### src/rtl/lnk_pkg.sv
package lnk_pkg;
  typedef enum logic {
    LNK_DOWN = 1'b0,
    LNK_UP   = 1'b1
  } lnk_state_e;
endpackage

### src/rtl/lnk_pulse_gen.sv
module lnk_pulse_gen #(
  parameter int PERIOD_CYC = 320000,
  parameter int PULSE_CYC  = 2
) (
  input  logic clk,
  input  logic rst,
  input  logic tx_en,
  output logic lp_req
);
  localparam int CW  = $clog2(PERIOD_CYC);
  localparam int PCW = $clog2(PULSE_CYC + 1);

  logic [CW-1:0]  idle_cnt;
  logic [PCW-1:0] width_cnt;

  // Interval counter restarts on every transmit cycle; pulse width counted down.
  always_ff @(posedge clk) begin
    if (rst) begin
      idle_cnt  <= '0;
      width_cnt <= '0;
      lp_req    <= 1'b0;
    end else if (tx_en) begin
      idle_cnt  <= '0;
      width_cnt <= '0;
      lp_req    <= 1'b0;
    end else if (idle_cnt == CW'(PERIOD_CYC - 1)) begin
      idle_cnt  <= '0;
      lp_req    <= 1'b1;
      width_cnt <= PCW'(PULSE_CYC - 1);
    end else begin
      idle_cnt <= idle_cnt + 1'b1;
      if (lp_req) begin
        if (width_cnt == '0) lp_req <= 1'b0;
        else                 width_cnt <= width_cnt - 1'b1;
      end
    end
  end

  AST_TX_BLOCKS_PULSE: assert property (@(posedge clk) disable iff (rst)
    tx_en |=> !lp_req);

  AST_IDLE_BOUND: assert property (@(posedge clk) disable iff (rst)
    idle_cnt < CW'(PERIOD_CYC));

  generate
    if (PULSE_CYC > 1) begin : g_wide
      AST_PULSE_MIN_WIDTH: assert property (@(posedge clk) disable iff (rst)
        ($rose(lp_req) && !tx_en) |=> lp_req);
    end
  endgenerate
endmodule

### src/rtl/lnk_monitor.sv
module lnk_monitor
  import lnk_pkg::*;
#(
  parameter int LOSS_CYC       = 2000000,
  parameter int RESTORE_PULSES = 2
) (
  input  logic clk,
  input  logic rst,
  input  logic rx_pulse,
  input  logic rx_carrier,
  output logic link_ok
);
  localparam int QW = $clog2(LOSS_CYC);
  localparam int SW = $clog2(RESTORE_PULSES + 1);

  lnk_state_e     state;
  logic [QW-1:0]  quiet;
  logic [SW-1:0]  streak;

  always_ff @(posedge clk) begin
    if (rst) begin
      state  <= LNK_DOWN;
      quiet  <= '0;
      streak <= '0;
    end else if (state == LNK_UP) begin
      if (rx_pulse || rx_carrier) begin
        quiet <= '0;
      end else if (quiet == QW'(LOSS_CYC - 1)) begin
        state  <= LNK_DOWN;
        quiet  <= '0;
        streak <= '0;
      end else begin
        quiet <= quiet + 1'b1;
      end
    end else begin
      if (rx_pulse) begin
        quiet <= '0;
        if (streak == SW'(RESTORE_PULSES - 1)) begin
          state  <= LNK_UP;
          streak <= '0;
        end else begin
          streak <= streak + 1'b1;
        end
      end else if (quiet == QW'(LOSS_CYC - 1)) begin
        quiet  <= '0;
        streak <= '0;
      end else begin
        quiet <= quiet + 1'b1;
      end
    end
  end

  assign link_ok = (state == LNK_UP);

  AST_QUIET_BOUND: assert property (@(posedge clk) disable iff (rst)
    quiet < QW'(LOSS_CYC));

  AST_ACTIVITY_HOLDS_LINK: assert property (@(posedge clk) disable iff (rst)
    (link_ok && (rx_pulse || rx_carrier)) |=> link_ok);

  AST_NO_RESTORE_WITHOUT_PULSE: assert property (@(posedge clk) disable iff (rst)
    (!link_ok && !rx_pulse) |=> !link_ok);
endmodule

### src/rtl/lnk_port_gate.sv
module lnk_port_gate (
  input  logic clk,
  input  logic rst,
  input  logic link_ok,
  input  logic tx_en,
  input  logic rx_carrier,
  output logic tx_gated,
  output logic rx_gated,
  output logic col_gated
);
  always_ff @(posedge clk) begin
    if (rst) begin
      tx_gated  <= 1'b0;
      rx_gated  <= 1'b0;
      col_gated <= 1'b0;
    end else begin
      tx_gated  <= tx_en & link_ok;
      rx_gated  <= rx_carrier & link_ok;
      col_gated <= tx_en & rx_carrier & link_ok;
    end
  end

  AST_GATE_OFF_WHEN_DOWN: assert property (@(posedge clk) disable iff (rst)
    !link_ok |=> !(tx_gated || rx_gated || col_gated));

  AST_COL_NEEDS_BOTH: assert property (@(posedge clk) disable iff (rst)
    col_gated |-> (tx_gated && rx_gated));
endmodule

### src/rtl/link_integrity_unit.sv
module link_integrity_unit #(
  parameter int PERIOD_CYC     = 320000,
  parameter int PULSE_CYC      = 2,
  parameter int LOSS_CYC       = 2000000,
  parameter int RESTORE_PULSES = 2
) (
  input  logic clk,
  input  logic rst,
  input  logic tx_en,
  input  logic rx_pulse,
  input  logic rx_carrier,
  output logic lp_req,
  output logic link_ok,
  output logic link_lost,
  output logic tx_gated,
  output logic rx_gated,
  output logic col_gated
);
  lnk_pulse_gen #(
    .PERIOD_CYC(PERIOD_CYC),
    .PULSE_CYC (PULSE_CYC)
  ) u_gen (
    .clk   (clk),
    .rst   (rst),
    .tx_en (tx_en),
    .lp_req(lp_req)
  );

  lnk_monitor #(
    .LOSS_CYC      (LOSS_CYC),
    .RESTORE_PULSES(RESTORE_PULSES)
  ) u_mon (
    .clk       (clk),
    .rst       (rst),
    .rx_pulse  (rx_pulse),
    .rx_carrier(rx_carrier),
    .link_ok   (link_ok)
  );

  lnk_port_gate u_gate (
    .clk       (clk),
    .rst       (rst),
    .link_ok   (link_ok),
    .tx_en     (tx_en),
    .rx_carrier(rx_carrier),
    .tx_gated  (tx_gated),
    .rx_gated  (rx_gated),
    .col_gated (col_gated)
  );

  assign link_lost = ~link_ok;

  AST_LINK_RISE_ON_PULSE: assert property (@(posedge clk) disable iff (rst)
    $rose(link_ok) |-> $past(rx_pulse));
endmodule

### config.mk
export PLATFORM = sky130hd
export DESIGN_NAME = link_integrity_unit
export DESIGN_NICKNAME = d
export VERILOG_FILES = /design/src/rtl/lnk_pkg.sv /design/src/rtl/lnk_pulse_gen.sv /design/src/rtl/lnk_monitor.sv /design/src/rtl/lnk_port_gate.sv /design/src/rtl/link_integrity_unit.sv
export SDC_FILE = /design/constraint.sdc
export NUM_CORES = 1
export LEC_CHECK = 0
export BUFFER_PORTS_ARGS = -buffer_cell sky130_fd_sc_hd__buf_2
export CAP_MARGIN = 15
export CORE_MARGIN = 3
export CORE_UTILIZATION = 59
export CTS_BUF_LIST = sky130_fd_sc_hd__clkbuf_8
export DETAILED_ROUTE_END_ITERATION = 12
export PLACE_DENSITY = 0.77
export SYNTH_ARGS = -nofsm -noshare
export SYNTH_HDL_FRONTEND = slang
export SYNTH_HIERARCHICAL = 1
export SYNTH_SLANG_ARGS = --single-unit
### constraint.sdc
create_clock -name clk -period 2.6 [get_ports clk]
set_clock_uncertainty 0.2 [all_clocks]
set_input_delay 0.39 -clock clk [delete_from_list [all_inputs] [get_ports clk]]
set_output_delay 0.39 -clock clk [all_outputs]
set_load 0.1 [all_outputs]
-- After elaboration in Yosys (flattened, before gate mapping)
Index checks and enable logic that the tools add are counted.
- mux-type cells: 20
- add/subtract/negate cells: 4
- reduce and logical (&&, ||, !) cells: 7
- bitwise operators: 6
- equality and inequality tests: 5
- operators by type and width (kind ; number):
    21-bit 2-to-1 mux ; 4
    21-bit by 1-bit adder with 21-bit output (second input constant) ; 1
    21-bit == test (second input constant) ; 1
    19-bit by 1-bit adder with 19-bit output (second input constant) ; 1
    19-bit == test (second input constant) ; 1
    1-bit 2-to-1 mux ; 11
    2-bit 2-to-1 mux ; 5
    1-bit AND ; 4
    2-bit AND reduction ; 2
    3-bit OR reduction ; 1
    2-bit by 1-bit adder with 2-bit output (second input constant) ; 1
    2-bit by 1-bit == test with 1-bit output (second input constant) ; 1
    2-bit logical NOT ; 1
    2-bit by 1-bit != test with 1-bit output (second input constant) ; 1
    2-bit != test (second input constant) ; 1
    1-bit inverter ; 2
    2-bit nonzero test ; 1
    2-bit OR reduction ; 1
    2-bit by 1-bit subtractor with 2-bit output (second input constant) ; 1
    1-bit logical OR ; 1
- logic and storage cells: 52
- register bits after elaboration: 49
- bits of input ports: 5

-- Depth between registers and ports, before layout
- depth after elaboration: 4
- depth in mapped cells: 7
- mapped depth without buffers: 5

-- Cells and area by module
The synthesis kept the hierarchy.
- modules (own cells, without submodules) (module ; instances ; area each (sq um) ; seq. area each (sq um) ; cells each):
    lnk_monitor ; 1 ; 1138.6 ; 480.5 ; 124
    lnk_pulse_gen ; 1 ; 1048.5 ; 440.4 ; 120
    lnk_port_gate ; 1 ; 90.1 ; 60.1 ; 6
    link_integrity_unit ; 1 ; 3.8 ; 0.0 ; 1

-- Least setup slack after synthesis
No wires, ideal clock.
- path kind: register -> output
- from: reg u_mon.state, in the netlist u_mon/link_ok
- to: out link_lost
- stages on the path, launching flop included: 2
- slack: 0.279 ns
- data required time: 2.010 ns
- arrival time: 1.731 ns
- path through: dfxtp_1 inv_1
- longest elaborated chain between the ends: 1
- ends and longest elaborated chain (element ; line ; RTL):
    start: declaration ; lnk_monitor.sv:16 ; lnk_state_e state;
    start signal: assignment ; lnk_monitor.sv:22 ; state <= LNK_DOWN;
    start signal: assignment ; lnk_monitor.sv:29 ; state <= LNK_DOWN;
    start signal: assignment ; lnk_monitor.sv:39 ; state <= LNK_UP;
    1-bit inverter ; link_integrity_unit.sv:51 ; assign link_lost = ~link_ok;
    end: declaration ; link_integrity_unit.sv:14 ; output logic link_lost,
No other way between the ends.

-- Worst setup path in the final report
- from: reg u_gen.idle_cnt[0]
- to: reg u_gen.idle_cnt[18]
- longest elaborated chain between the ends: 2
- elaborated cells on any way between the ends: 3
- classes of those cells: add/sub: 1; eq/ne: 1; reduce/logical: 1
- ends and longest elaborated chain (element ; line ; RTL):
    start: declaration ; lnk_pulse_gen.sv:13 ; logic [CW-1:0] idle_cnt;
    start signal: assignment ; lnk_pulse_gen.sv:31 ; idle_cnt <= idle_cnt + 1'b1;
    parallel branches: the longest is 2 deep, another holds 19-bit by 1-bit adder with 19-bit output ; - ;
Parallel ways; which one is timed is not known.
A chain may end at the register's enable or synchronous reset.

==> results by group <==
Run status
  • Status: complete, no violations

Timing
  • Max Clk Rate: 461 MHz
  • Max-slew violation count: 0
  • TNS Setup: 0 ns
  • Number of hold violations in the final report: 0
  • Min cycle time layout: 2.17 ns
  • Final worst slack: 0.431 ns
  • Setup violators final: 0
  • Hold slack: 0.140 ns
  • Least-Margin Pin Slew: 0.487 ns
  • RSZ-0062 raised after global routing: no
  • Relative slew margins: 0.677
  • Final Cycle Share: 0.834

Power
  • Switching Fraction: 0.248
  • Clock power frac: 0.332
  • VDD IR max: around 0.45 mV
  • Flop pwr share: 0.600
  • Static leakage: 0.000817 µW
  • Psw: between 300 and 400 µW
  • Int Power: 960 µW
  • Power Density: 525 nW/µm²
  • Logic pwr share: 0.068

Setup path
  • Setup CP Type: reg2reg
  • CP arrival: 2.21 ns
  • Critical path capture point type: register
  • CP Max Fanout: 4
  • Startpoint types: register
  • Critical Path RT: about 2.6 ns

Layout
  • Layout cells sized above 1: 0.137
  • Antenna cells: 0
  • # nets final: between 200 and 300
  • Synth-to-layout area growth: 6.53%

Logic synthesis
  • Cell Area, Synth: 2280 µm²
  • Mapped Cells: 251
  • Async S/R FF share, synth: 0
  • Yosys warns: 6
  • Top-area cell type share of the netlist area: 0.430
  • Most used DFF post-synth: dfxtp_1
  • Syn nets: 259
  • Netlist cell types: 50
  • Synth top area cells: dfxtp_1 (43%), nor2_1 (6.1%), xnor2_1 (5.4%)
  • Post-synth EDFFs: 0
  • Seq/Total Area, Yosys: 0.430
  • FF+latch count, synth: 49
  • Largest area contributor in the netlist: dfxtp_1
  • Avg Cell Area, Syn: between 9 and 10 µm²
  • Synth top cells by count: dfxtp_1 (49), nor2_1 (37), nand3_1 (20)
  • Top-count cell post-synth: dfxtp_1

Clock network
  • Worst skew pair latency: 0.30 ns
  • Post-cts resize count: 0
  • # Post-CTS Setup Buffers: 0
  • H-tree depth: 2
  • Root Driver: clkbuf_8
  • Clock buffer depth: 2
  • CTS Buf Count: 5
  • Post-CTS Hold Buffers: 0
  • CTS tree: done
  • Clk sinks: 49
  • Reg clk slew, reported paths: 0.08 ns

Die
  • Initial core utilization: 0.648
  • Core ar.: 3520 µm²
  • Die W: 68.2 µm
  • Die H: 68.2 µm
  • I/O pin cnt: 11
  • Area of the die: 4650 µm²
  • FP Rows: 21

Place
  • Routability Congestion: 0.796
  • DP HPWL: 2840 µm
  • PortBufs: 10
  • Place WS: about 0.45 ns

Drt
  • DRC: 0
  • Via count: 1,759
  • Initial DRC Count: 150
  • WL final: 4140 µm
  • DRT antenna net count: 0
  • First drt pass iteration count: 4
  • Wire per inst: 13.4 µm
  • Average vias per placed instance: 5.69

Worst hold path
  • Worst min-delay path category: in2reg

GRT
  • First-pass GRT wire length: just over 7000 µm
  • Vias in the first global route: 1,577
  • Overall global routing resource usage: 0.204
  • Largest net degree at the start of global routing: 21
  • Grt total ovfl: 0
  • Initial antenna violation count: 0

Run
  • Max Cap Violations: 0
-- critical path: stages, from the launching register on --
cell and delay, ns:
dfxtp_1 0.36, ha_1 0.26, nand2_2 0.11, or4_4 0.56, or4b_4 0.49, a21oi_2 0.13
-- power groups by stage --
stage                     combinational (µW)  clock [µW]  sequential (µW)
after CTS                               87.1         441              766
after global placement                  86.5           0              784
after global routing                    93.1         471              769
after floorplan                         44.2           0              810
after detailed placement                86.4           0              784
final                                   86.6         423              766
-- cell type report --
class,instances,area (µm²)
multi-input combinational,183,1200
fill,302,1090
sequential,49,981
timing repair buffer,13,72.6
clock buffer,5,68.8
tap,46,57.6
inverter,10,37.5
clock inverter,3,13.8
-- placed cells by master (no fill, tap or decap), types with 4 or more instances in the layout --
master,synthesis,layout
xnor2_1,14,14
nor2_1,37,37
nand2_1,10,10
or3_1,6,6
clkbuf_8,1,5
nor4_1,5,5
dfxtp_1,49,49
o21ai_0,10,10
buf_2,1,10
o31ai_1,4,4
or4_1,4,4
nand3_1,20,20
xor2_1,12,12
nand4_1,7,7
a21oi_1,10,10
inv_1,10,11
-- state kept, by name, summed over array words and instances (netlist names) --
signal and flops:
u_mon/streak 2, u_gen/width_cnt 2, u_gen/idle_cnt 19, u_mon/quiet 21, u_gate/col_gated 1, u_gate/tx_gated 1
u_gen/lp_req 1, u_mon/link_ok 1, u_gate/rx_gated 1
-- metal layers --
metal	up-vias	track usage	share of wire
li1	913	-	-
met1	815	0.278	0.52
met2	27	0.307	0.43
met3	4	0.0640	0.033
met4	0	0.0596	0.010
met5	-	0	0
-- cells by family after synthesis --
kind of cell	share of synthesized area
adders and majority gates	0.0165
DFF	0.430
muxes	0.00439
AOI/OAI and AO/OA	0.0960
xor gates and xnor gates	0.0998
buffers and inverters	0.0444
and+or+nand+nor	0.309
-- final timing paths --
path / start / end / slack [ns] / cells after the start
setup / recovery: u_gen/idle_cnt[0] / u_gen/idle_cnt[18] / 0.43 / 5
hold / removal: rst / u_mon/link_ok / 0.14 / 2
setup reg to reg: u_gen/idle_cnt[0] / u_gen/idle_cnt[18] / 0.43 / 5
hold reg to reg: u_gen/idle_cnt[0] / u_gen/idle_cnt[0] / 0.25 / 1
-- through the flow --
| stage | cell area, µm² | power [µW] | utilization | instances |
|---|---|---|---|---|
| floorplan | 2280 | 854 | - | 251 |
| global placement | 2350 | 870 | 0.667 | 301 |
| detailed placement | 2350 | 871 | 0.667 | 301 |
| CTS | 2430 | 1290 | 0.690 | 309 |
| global route | 2430 | 1330 | 0.690 | 309 |
| finish | 2430 | 1280 | 0.690 | 309 |
(Power assumes the default switching activity.)
